[src/rtl/sreg_pkg.sv]
package sreg_pkg;

  // Control pins as sampled into the system clock domain.
  typedef struct packed {
    logic sclk;
    logic sdin;
    logic hold;
    logic blank;
  } pins_t;

  localparam int PINS_W = $bits(pins_t);

  // Falling edge seen as previous sample high, current sample low.
  function automatic logic is_fall(input logic prev, input logic cur);
    return prev & ~cur;
  endfunction

endpackage

[src/rtl/sreg_sync.sv]
module sreg_sync #(
  parameter int W      = 4,
  parameter int STAGES = 2
) (
  input  logic         clk,
  input  logic         rst,
  input  logic [W-1:0] d,
  output logic [W-1:0] q
);
  logic [W-1:0] st [STAGES];

  generate
    for (genvar i = 0; i < STAGES; i++) begin : g_st
      if (i == 0) begin : g_first
        always_ff @(posedge clk) begin
          if (rst) st[i] <= '0;
          else     st[i] <= d;
        end
      end else begin : g_next
        always_ff @(posedge clk) begin
          if (rst) st[i] <= '0;
          else     st[i] <= st[i-1];
        end
      end
    end
  endgenerate

  assign q = st[STAGES-1];
endmodule

[src/rtl/sreg_shift.sv]
module sreg_shift
  import sreg_pkg::*;
#(
  parameter int WIDTH = 32
) (
  input  logic             clk,
  input  logic             rst,
  input  logic             sclk_s,
  input  logic             sdin_s,
  output logic             shift_now,
  output logic [WIDTH-1:0] chain_q
);
  logic sclk_d;
  logic sdin_d;

  assign shift_now = is_fall(sclk_d, sclk_s);

  always_ff @(posedge clk) begin
    if (rst) begin
      sclk_d  <= 1'b0;
      sdin_d  <= 1'b0;
      chain_q <= '0;
    end else begin
      sclk_d <= sclk_s;
      sdin_d <= sdin_s;
      if (shift_now) chain_q <= {chain_q[WIDTH-2:0], sdin_d};
    end
  end


  no_shift_chk: assert property (@(posedge clk) disable iff (rst)
    !shift_now |=> $stable(chain_q));


  shift_move_chk: assert property (@(posedge clk) disable iff (rst)
    shift_now |=> chain_q[WIDTH-1:1] == $past(chain_q[WIDTH-2:0]));
endmodule

[src/rtl/sreg_hold.sv]
module sreg_hold #(
  parameter int WIDTH = 32
) (
  input  logic             clk,
  input  logic             rst,
  input  logic             follow,
  input  logic [WIDTH-1:0] d,
  output logic [WIDTH-1:0] q
);
  always_ff @(posedge clk) begin
    if (rst)         q <= '0;
    else if (follow) q <= d;
  end


  hold_keep_chk: assert property (@(posedge clk) disable iff (rst)
    !follow |=> $stable(q));


  hold_follow_chk: assert property (@(posedge clk) disable iff (rst)
    follow |=> q == $past(d));
endmodule

[src/rtl/sreg_blank.sv]
module sreg_blank #(
  parameter int WIDTH = 32
) (
  input  logic             clk,
  input  logic             rst,
  input  logic             blank_s,
  input  logic [WIDTH-1:0] d,
  output logic [WIDTH-1:0] q
);
  always_ff @(posedge clk) begin
    if (rst)          q <= '0;
    else if (blank_s) q <= '0;
    else              q <= d;
  end


  blank_zero_chk: assert property (@(posedge clk) disable iff (rst)
    blank_s |=> q == '0);


  blank_show_chk: assert property (@(posedge clk) disable iff (rst)
    !blank_s |=> q == $past(d));
endmodule

[src/rtl/serial_latched_driver.sv]
module serial_latched_driver
  import sreg_pkg::*;
#(
  parameter int WIDTH       = 32,
  parameter int SYNC_STAGES = 2
) (
  input  logic             clk,
  input  logic             rst,
  input  logic             ser_clk,
  input  logic             ser_din,
  input  logic             hold_n,
  input  logic             blank,
  output logic             ser_dout,
  output logic [WIDTH-1:0] par_out
);
  pins_t            pins_raw;
  pins_t            pins_s;
  logic             shift_now;
  logic [WIDTH-1:0] chain_q;
  logic [WIDTH-1:0] held_q;

  assign pins_raw = '{sclk: ser_clk, sdin: ser_din, hold: hold_n, blank: blank};

  sreg_sync #(.W(PINS_W), .STAGES(SYNC_STAGES)) u_sync (
    .clk (clk),
    .rst (rst),
    .d   (pins_raw),
    .q   (pins_s)
  );

  sreg_shift #(.WIDTH(WIDTH)) u_shift (
    .clk       (clk),
    .rst       (rst),
    .sclk_s    (pins_s.sclk),
    .sdin_s    (pins_s.sdin),
    .shift_now (shift_now),
    .chain_q   (chain_q)
  );

  sreg_hold #(.WIDTH(WIDTH)) u_hold (
    .clk    (clk),
    .rst    (rst),
    .follow (pins_s.hold),
    .d      (chain_q),
    .q      (held_q)
  );

  sreg_blank #(.WIDTH(WIDTH)) u_blank (
    .clk     (clk),
    .rst     (rst),
    .blank_s (pins_s.blank),
    .d       (held_q),
    .q       (par_out)
  );

  assign ser_dout = chain_q[WIDTH-1];


  dout_quiet_chk: assert property (@(posedge clk) disable iff (rst)
    !shift_now |=> $stable(ser_dout));


  reset_clear_chk: assert property (@(posedge clk)
    rst |=> (par_out == '0) && !ser_dout);
endmodule

[config.mk]
export PLATFORM = sky130hd
export DESIGN_NAME = serial_latched_driver
export DESIGN_NICKNAME = d
export VERILOG_FILES = /design/src/rtl/sreg_pkg.sv /design/src/rtl/sreg_sync.sv /design/src/rtl/sreg_shift.sv /design/src/rtl/sreg_hold.sv /design/src/rtl/sreg_blank.sv /design/src/rtl/serial_latched_driver.sv
export SDC_FILE = /design/constraint.sdc
export NUM_CORES = 1
export LEC_CHECK = 0
export BUFFER_PORTS_ARGS = -buffer_cell sky130_fd_sc_hd__buf_2
export CAP_MARGIN = 20
export CORE_MARGIN = 1
export CORE_UTILIZATION = 50
export DETAILED_ROUTE_END_ITERATION = 10
export PLACE_DENSITY = 0.7
export SETUP_SLACK_MARGIN = 0.3
export SKIP_CTS_REPAIR_TIMING = 1
export SLEW_MARGIN = 10
export SYNTH_ARGS = -nofsm -noshare
export SYNTH_HDL_FRONTEND = slang
export SYNTH_SLANG_ARGS = --single-unit
[constraint.sdc]
create_clock -name clk -period 1 [get_ports clk]
set_input_delay 0.1 -clock clk [delete_from_list [all_inputs] [get_ports clk]]
set_output_delay 0.1 -clock clk [all_outputs]
set_load 0.01 [all_outputs]
# After elaboration in Yosys (flattened, before gate mapping)
# Memory sizes are Yosys's and may differ from the RTL's.
# Index checks and enable logic that the tools add are counted.
dict set report totals {
  output_inout_bits 33
  ff_bits 98
  mem_bits_ro 0
  latchBits 0
  mem_count 1
  wordCells 16
  ramBits 8
  input_bits 6
}
dict set report op_classes {
  eq_ne 0
  n_div 0
  reduce_logical 1
  addsub 0
  multipliers 0
  shifts 0
  mux 5
  bitwise_logic 4
  magnitude_cmp 0
}
# name depth width read_ports rd_clocked_by_memory_dff wr line_no
set mem_list {}
lappend mem_list {u_sync.st 2 4 2 0 2 sreg_sync.sv:10} ;# logic [W-1:0] st [STAGES];
# op count
set ops {}
lappend ops {{two-way mux 4 bit} 2}
lappend ops {{two-way mux 1 bit} 3}
lappend ops {{OR 1 bit} 2}
lappend ops {{OR reduction 2 bit} 1}
lappend ops {{AND 1 bit} 1}
lappend ops {{inverter 1 bit} 1}

# Logic depth before layout (Yosys ltp)
# Gate-level depths: netlist of run 1.
dict set report depth {
  ltp_word 3
  depth_mapped 4
  mapped_depth_nobuf 2
}

# By module
# A second synthesis of run 1 with hierarchy kept.
dict set report hier_totals {
  cells_unflattened 298
  area_unflattened_um2 3789.9
}
# module cells_per_inst instances seq_area_each_um2 area_per_inst_um2
set modules_own_cells {}
lappend modules_own_cells {sreg_shift 109 1 680.7 1317.5}
lappend modules_own_cells {sreg_hold 103 1 640.6 1163.6}
lappend modules_own_cells {sreg_blank 70 1 640.6 1098.6}
lappend modules_own_cells {sreg_sync 16 1 160.2 210.2}

# Worst setup path after synthesis of run 1
# Ideal clock, no wire load.
dict set report synth_path {
  path_type {register -> register}
  from {memory u_sync.st[1][1]}
  to {register u_hold.q[0]}
  period_less_slack_ns 0.941
  n_path_buf 2
  slack_ns 0.059
  setup_time_ns 0.117
  path_stages_with_launch 5
  required_ns 0.883
  arrival_time_ns 0.824
  cell_sequence {dfxtp_1 -> buf_4 -> buf_4 -> mux2i_1 -> nor2_1}
}
# element line_no
set synth_lines {}
lappend synth_lines {{from (decl)} sreg_sync.sv:10}
lappend synth_lines {{to (signal assigned)} sreg_hold.sv:11} ;# if (rst) q <= '0;
lappend synth_lines {{to (signal assigned)} sreg_hold.sv:12} ;# else if (follow) q <= d;
lappend synth_lines {{to (decl)} sreg_hold.sv:8} ;# output logic [WIDTH-1:0] q

==> metrics.md, run 1 <==
| Metric | Value |
|---|---|
| Worst Hold Margin | `0.205 ns` |
| Hold Crit Class | `in -> reg` |
| Std cell rows | `30` |
| Synth unique cells | `14` |
| Final setup fails | `1` |
| Hold path cells | `3` |
| Mapped Area | `3510 sq um` |
| Slew @ Worst Pin | `0.147 ns` |
| Max IR drop VDD | `0.000740 V` |
| Max Used Layer | `met4` |
| Starting Density | `51.7%` |
| Clk_skew | `around 0.0089 ns` |
| Relative slew slack | `89.9%` |
| H-tree depth | `3` |
| Most frequent cells in the layout | `dfxtp_1 (97), mux2i_1 (63), buf_2 (33)` |
| HPWL after detailed placement | `3120 um` |
| Worst EP required | `1.25 ns` |
| First-pass GRT wire length | `8450 um` |
| Critical Path Max Stage Delay | `0.46 ns` |
| Leakage | `1.74 nW` |
| Syn. warnings | `0` |
| Critical path class | `reg -> reg` |
| Clock Tree Root | `clkbuf_8` |
| Crit. End Element | `flop` |
| Setup ws final | `-0.000853 ns` |
| Min Tclk post-route | `around 1 ns` |
| GPL Wtd Cong | `between 0.7 and 0.8` |
| Final nets | `353` |
| Final hold violations | `0` |
| Ports | `39` |
| Clock insertion delay at the later pin of the skew report | `0.35 ns` |
| TritonCTS clock tree | `built` |
| Mapped Cells | `298` |
| Max FO, Critical Path | `7` |
| Max-cap violations | `0` |
| Sequential cell area fraction in the yosys report | `60.5%` |
| Vias/cell | `about 4.6` |
| CTS buffer count | `9` |
| # diodes | `0` |
| Sink Count | `106` |
| Crit path launch type | `flop` |
| Critical path cell sequence | `clkbuf_16, mux2i_1, nor2_1` |
| Most common cell after layout, fill and taps aside | `dfxtp_1` |
| Routed wl met3 | `121 um` |
| RSZ-0062 raised after global routing | `yes` |
| Clock-pin slew of the registers on the worst-case setup and hold paths | `~0.090 ns` |
| Avg WL per Cell | `roughly 13 um` |
| Detail Route Antenna Nets | `0` |
| Crit-path slowest cell | `dfxtp_4` |
| Period utilisation layout | `100%` |
| Register bit count reported by yosys | `106` |
| Initial antenna violation count | `0` |
| Longest Clk Path Bufs | `2` |
| Crit Reg-Reg Endpoint | `u_hold.q[7]$_SDFFE_PP0P_` |
| DIE WIDTH | `85.8 um` |
| Met1 Wirelength | `2890 um` |
| Flop2flop setup slack | `-0.0009 ns` |
| DRC viols | `0` |
| Largest net degree at the start of global routing | `33` |
| Data arrival, critical path | `1.25 ns` |
| Number of buffers added on ports | `38` |
| Full die area | `approximately 7400 sq um` |
| Failing checks | `setup timing` |
| Min-delay src | `rst` |
| Grt total ovfl | `0` |
| All-Layer GR Usage | `14.9%` |
| Max Slew Vio Count | `0` |
| PwrDens | `1750 nW/um^2` |
| Mean Syn Cell Area | `11.8 sq um` |
| Area Overhead vs Synth | `25.0%` |
| Max Fclk | `approximately 1000 MHz` |
| Hold EP | `u_hold.q[16]$_SDFFE_PP0P_` |
| Dpl ws | `0.0330 ns` |
| Core area | `6790 sq um` |
| Routed length on met2 | `2540 um` |
| Post-synth net total | `304` |
| Outcome | `complete, but fails checks` |
| DR pass1 iterations | `4` |
| Vias in the first global route | `1813` |
| Share of cells above drive strength 1 | `31.3%` |
| Vias | `approximately 2100` |
| Drt initial violations | `68` |
| Fill cells | `530` |
| Reg-to-reg startpoint | `u_sync.st[1][1]$_SDFF_PP0_` |
| Total length of routed wires | `5650 um` |
| Reg2Reg Depth | `3` |
| Die H | `85.8 um` |
[worst max-delay path, delay by kind of cell, from the launching register on]
family	cells	cell delay, ns
flip-flops	1	0.46
buffers and inverters	1	0.20
multiplexers	1	0.18
AND/OR/NAND/NOR	1	0.05
[synth_stat cells (all sizes together)]
master | n | area share [%]
and2 | 32 | 5.7
clkbuf | 5 | 0.64
o21ai | 1 | 0.14
nand2b | 32 | 5.7
nor2b | 11 | 2.2
nand4bb | 1 | 0.32
buf | 14 | 3.4
dfxtp | 106 | 60
mux2i | 63 | 18
nor2 | 33 | 3.5
[state kept, by name (all words and copies together), names as in the netlist]
signal,cells
u_blank.q,32
u_hold.q,32
u_shift.chain_q,32
u_shift.sclk_d,1
u_shift.sdin_d,1
u_sync.st,8
[logic make-up (layout without fill, tap and decap cells)]
kind of cell / count (synthesis) / count (layout) / synth area share [%]
buffers and inverters: 19 / 73 / 3.99
AO/OA/AOI/OAI: 1 / 1 / 0.142
multiplexers: 63 / 63 / 18.0
flip-flops: 106 / 106 / 60.5
AND/OR/NAND/NOR: 109 / 109 / 17.4
[layer usage]
| metal | vias up | global-route usage (%) |
|---|---|---|
| met4 | 0 | 8.64 |
| met5 | - | 0 |
| met1 | 971 | 19.8 |
| met3 | 9 | 3.46 |
| li1 | 1055 | - |
| met2 | 28 | 22.3 |
[through the flow]
| stage | power, W | util [%] | TNS (ns) | cells | cell area (sq um) |
|---|---|---|---|---|---|
| 2_1_floorplan | 0.00453 | - | 0 | 298 | 3580 |
| 3_3_place_gp | 0.00457 | 56.4 | 0 | 422 | 3830 |
| 3_5_place_dp | 0.00457 | 56.4 | 0 | 422 | 3830 |
| 4_1_cts | 0.00769 | 60.1 | 0 | 438 | 4090 |
| 5_1_grt | 0.00796 | 64.6 | -1.50 | 448 | 4390 |
| 6_report | 0.00769 | 64.6 | -0.000853 | 448 | 4390 |
[report_power, final]
group / internal, W / switching, W
sequential: 0.00423 / 0.0000135
clock: 0.00180 / 0.00134
combinational: 0.000169 / 0.000136
total: 0.00620 / 0.00149
[worst max-delay path by stage]
stage                                from  slack (ns)                               end  depth (start not counted)
2_1_floorplan   u_shift.sclk_d$_SDFF_PP0_        0.07  u_shift.chain_q[10]$_SDFFE_PP0P_                          4
3_3_place_gp    u_shift.sclk_d$_SDFF_PP0_        0.07  u_shift.chain_q[16]$_SDFFE_PP0P_                          3
3_5_place_dp    u_shift.sclk_d$_SDFF_PP0_        0.03  u_shift.chain_q[30]$_SDFFE_PP0P_                          3
4_1_cts         u_shift.sclk_d$_SDFF_PP0_       0.007   u_shift.chain_q[2]$_SDFFE_PP0P_                          3
5_1_grt         u_shift.sclk_d$_SDFF_PP0_       -0.07  u_shift.chain_q[28]$_SDFFE_PP0P_                          3
6_report       u_sync.st[1][1]$_SDFF_PP0_     -0.0009          u_hold.q[7]$_SDFFE_PP0P_                          3
[layout make-up]
| type | instances | area (sq um) | area share, % |
|---|---|---|---|
| Tap cell | 96 | 120 | 2.74 |
| Clock buffer | 12 | 155 | 3.54 |
| Clock inverter | 4 | 97.6 | 2.22 |
| Multi-Input combinational cell | 173 | 1330 | 30.4 |
| Sequential cell | 106 | 2140 | 48.7 |
| Timing Repair Buffer | 57 | 547 | 12.5 |
Power figures use the tool's default switching activity.
==> run 2, diff against run 1 <==
--- a/config.mk
+++ b/config.mk
@@ -5,12 +5,11 @@
 export SDC_FILE = /design/constraint.sdc
 export NUM_CORES = 1
 export LEC_CHECK = 0
-export BUFFER_PORTS_ARGS = -buffer_cell sky130_fd_sc_hd__buf_2
 export CAP_MARGIN = 20
 export CORE_MARGIN = 1
 export CORE_UTILIZATION = 50
 export DETAILED_ROUTE_END_ITERATION = 10
-export PLACE_DENSITY = 0.7
+export DONT_BUFFER_PORTS = 1
 export SETUP_SLACK_MARGIN = 0.3
 export SKIP_CTS_REPAIR_TIMING = 1
 export SLEW_MARGIN = 10
==> run 2 against run 1 <==
The run ends with hold timing, setup timing left. Register-to-register slack about the same. Utilization decreased by 5.6 points. Combinational power decreased by 35%. Clock power decreased by 25%. Sequential share of layout area increased by 5.5 points. Critical path depth unchanged. Fmax decreased by 1.0%. Highest routed layer unchanged.
==> metrics.md, run 2 (synthesis results as in run 1) <==
| Metric | Value |
|---|---|
| Outcome | `complete, but fails checks` |
| Failing checks | `hold timing, setup timing` |
| Crit path launch type | `flop` |
| PwrDens | `1690 nW/um^2` |
| Flop2flop setup slack | `-0.01 ns` |
| Max FO, Critical Path | `18` |
| H-tree depth | `3` |
| Crit-path slowest cell | `dfxtp_2` |
| Detail Route Antenna Nets | `0` |
| Std cell rows | `30` |
| Clock insertion delay at the later pin of the skew report | `0.35 ns` |
| Largest net degree at the start of global routing | `77` |
| RSZ-0062 raised after global routing | `yes` |
| Share of cells above drive strength 1 | `31.0%` |
| First-pass GRT wire length | `8110 um` |
| Crit. End Element | `flop` |
| Critical path class | `reg -> reg` |
| Relative slew slack | `between 90% and 100%` |
| Clk_skew | `0.00887 ns` |
| Sink Count | `~110` |
| Clock-pin slew of the registers on the worst-case setup and hold paths | `0.10 ns` |
| Most common cell after layout, fill and taps aside | `dfxtp_1` |
| Grt total ovfl | `0` |
| Seq. cell area | `2170 sq um` |
| Full die area | `7360 sq um` |
| Max Fclk | `989 MHz` |
| GPL Wtd Cong | `0.692` |
| Vias in the first global route | `1725` |
| Initial antenna violation count | `0` |
| Period utilisation layout | `101%` |
| Biggest regs | `u_blank.q x32, u_hold.q x32, u_shift.chain_q x32` |
| Setup Total Neg Slack | `-0.0111 ns` |
| Avg WL per Cell | `12.4 um` |
| Drt initial violations | `79` |
| CP Buf/Inv Count | `1` |
| DIE WIDTH | `85.8 um` |
| Max IR drop VDD | `0.00104 V` |
| DRC viols | `0` |
| Layout Cells excl Fill | `402` |
| Starting Density | `51.7%` |
| Area Overhead vs Synth | `14.2%` |
| Total power | `0.00679 W` |
| HPWL after detailed placement | `2860 um` |
| Fill cells | `565` |
| Longest Clk Path Bufs | `2` |
| Critical path cell sequence | `nor2b_4, buf_12, mux2i_2` |
| Final nets | `307` |
| Fin area | `4010 sq um` |
| TritonCTS clock tree | `built` |
| DR pass1 iterations | `4` |
| Setup ws final | `-0.0111 ns` |
| Slew @ Worst Pin | `0.136 ns` |
| Number of buffers added on ports | `0` |
| # diodes | `0` |
| Max-cap violations | `0` |
| Hold Crit Class | `in -> reg` |
| Data arrival, critical path | `1.29 ns` |
| Leakage | `approximately 1.5 nW` |
| Cell family with most CP delay | `flip-flops` |
| Final setup fails | `1` |
| Ports | `39` |
| Vias | `approximately 1900` |
| CTS buffer count | `9` |
| Clock Tree Root | `clkbuf_8` |
| Die H | `85.8 um` |
| Max Slew Vio Count | `0` |
| Worst EP required | `1.28 ns` |
| Most frequent cells in the layout | `dfxtp_1 (70), mux2i_1 (62), dfxtp_2 (34)` |
| Vias/cell | `approximately 4.6` |
| Final hold violations | `70` |
| Core area | `6790 sq um` |
| Worst Hold Margin | `-0.194 ns` |
| Footprint of the multi-input gates | `1340 sq um` |
| Dpl cell area | `3620 sq um` |
| Total length of routed wires | `5000 um` |
| Min Tclk post-route | `slightly above 1 ns` |
| Critical Path Max Stage Delay | `0.34 ns` |
| All-Layer GR Usage | `between 10% and 20%` |
| Dpl cells | `381` |
## run 2: cell count changes in the layout (fill, tap and decap cells not counted), moves of 2 or more
cell       before  now
buf_2          33    0
buf_6           7    0
bufinv_16       3    0
clkbuf_16       4    2
clkbuf_8       11    9
clkinv_2        0    2
clkinv_4        0    2
dfxtp_1        97   70
dfxtp_2         8   34
inv_6           0    2
## run 2: worst paths after layout
| check | from | to | depth (start not counted) |
|---|---|---|---|
| setup reg to reg | u_shift.sclk_d$_SDFF_PP0_ | u_shift.chain_q[3]$_SDFFE_PP0P_ | 3 |
| hold / removal | rst | u_hold.q[19]$_SDFFE_PP0P_ | 1 |
| hold reg to reg | u_sync.st[0][0]$_SDFF_PP0_ | u_sync.st[1][0]$_SDFF_PP0_ | 1 |
| setup / recovery | u_shift.sclk_d$_SDFF_PP0_ | u_shift.chain_q[3]$_SDFFE_PP0P_ | 3 |
## run 2: layout make-up
cell class | instances | area share [%]
Clock buffer | 9 | 3.09
Clock inverter | 7 | 1.31
Multi-Input combinational cell | 173 | 33.4
Sequential cell | 106 | 54.2
Tap cell | 96 | 3.00
Timing Repair Buffer | 11 | 5.00
## run 2: worst register-to-register path, stage by stage (launching register included)
cell	delay [ns]
dfxtp_2	0.34
nor2b_4	0.19
buf_12	0.19
mux2i_2	0.23
## run 2: routing by layer
layer / global-route usage (%) / part of all wire, % / vias up
li1: - / - / 963
met1: 18.8 / 52 / 865
met2: 21.5 / 44 / 28
met3: 3.56 / 2.8 / 9
met4: 7.73 / 1.8 / 0
met5: 0 / 0 / -
## run 2: report_power, final
part	total [W]	switching (W)	internal [W]
sequential	0.00424	0.0000114	0.00423
clock	0.00235	0.00143	0.000924
combinational	0.000197	0.0000767	0.000121
## run 2: through the flow
stage          util, %  worst slack, ns  hold WS [ns]
6_report          59.0          -0.0111        -0.194
5_1_grt           59.0          -0.0440        -0.220
4_1_cts           55.9          -0.0127        -0.216
3_5_place_dp      53.3          0.00144         0.175
3_3_place_gp      53.3           0.0606         0.173
2_1_floorplan        -           0.0734         0.228
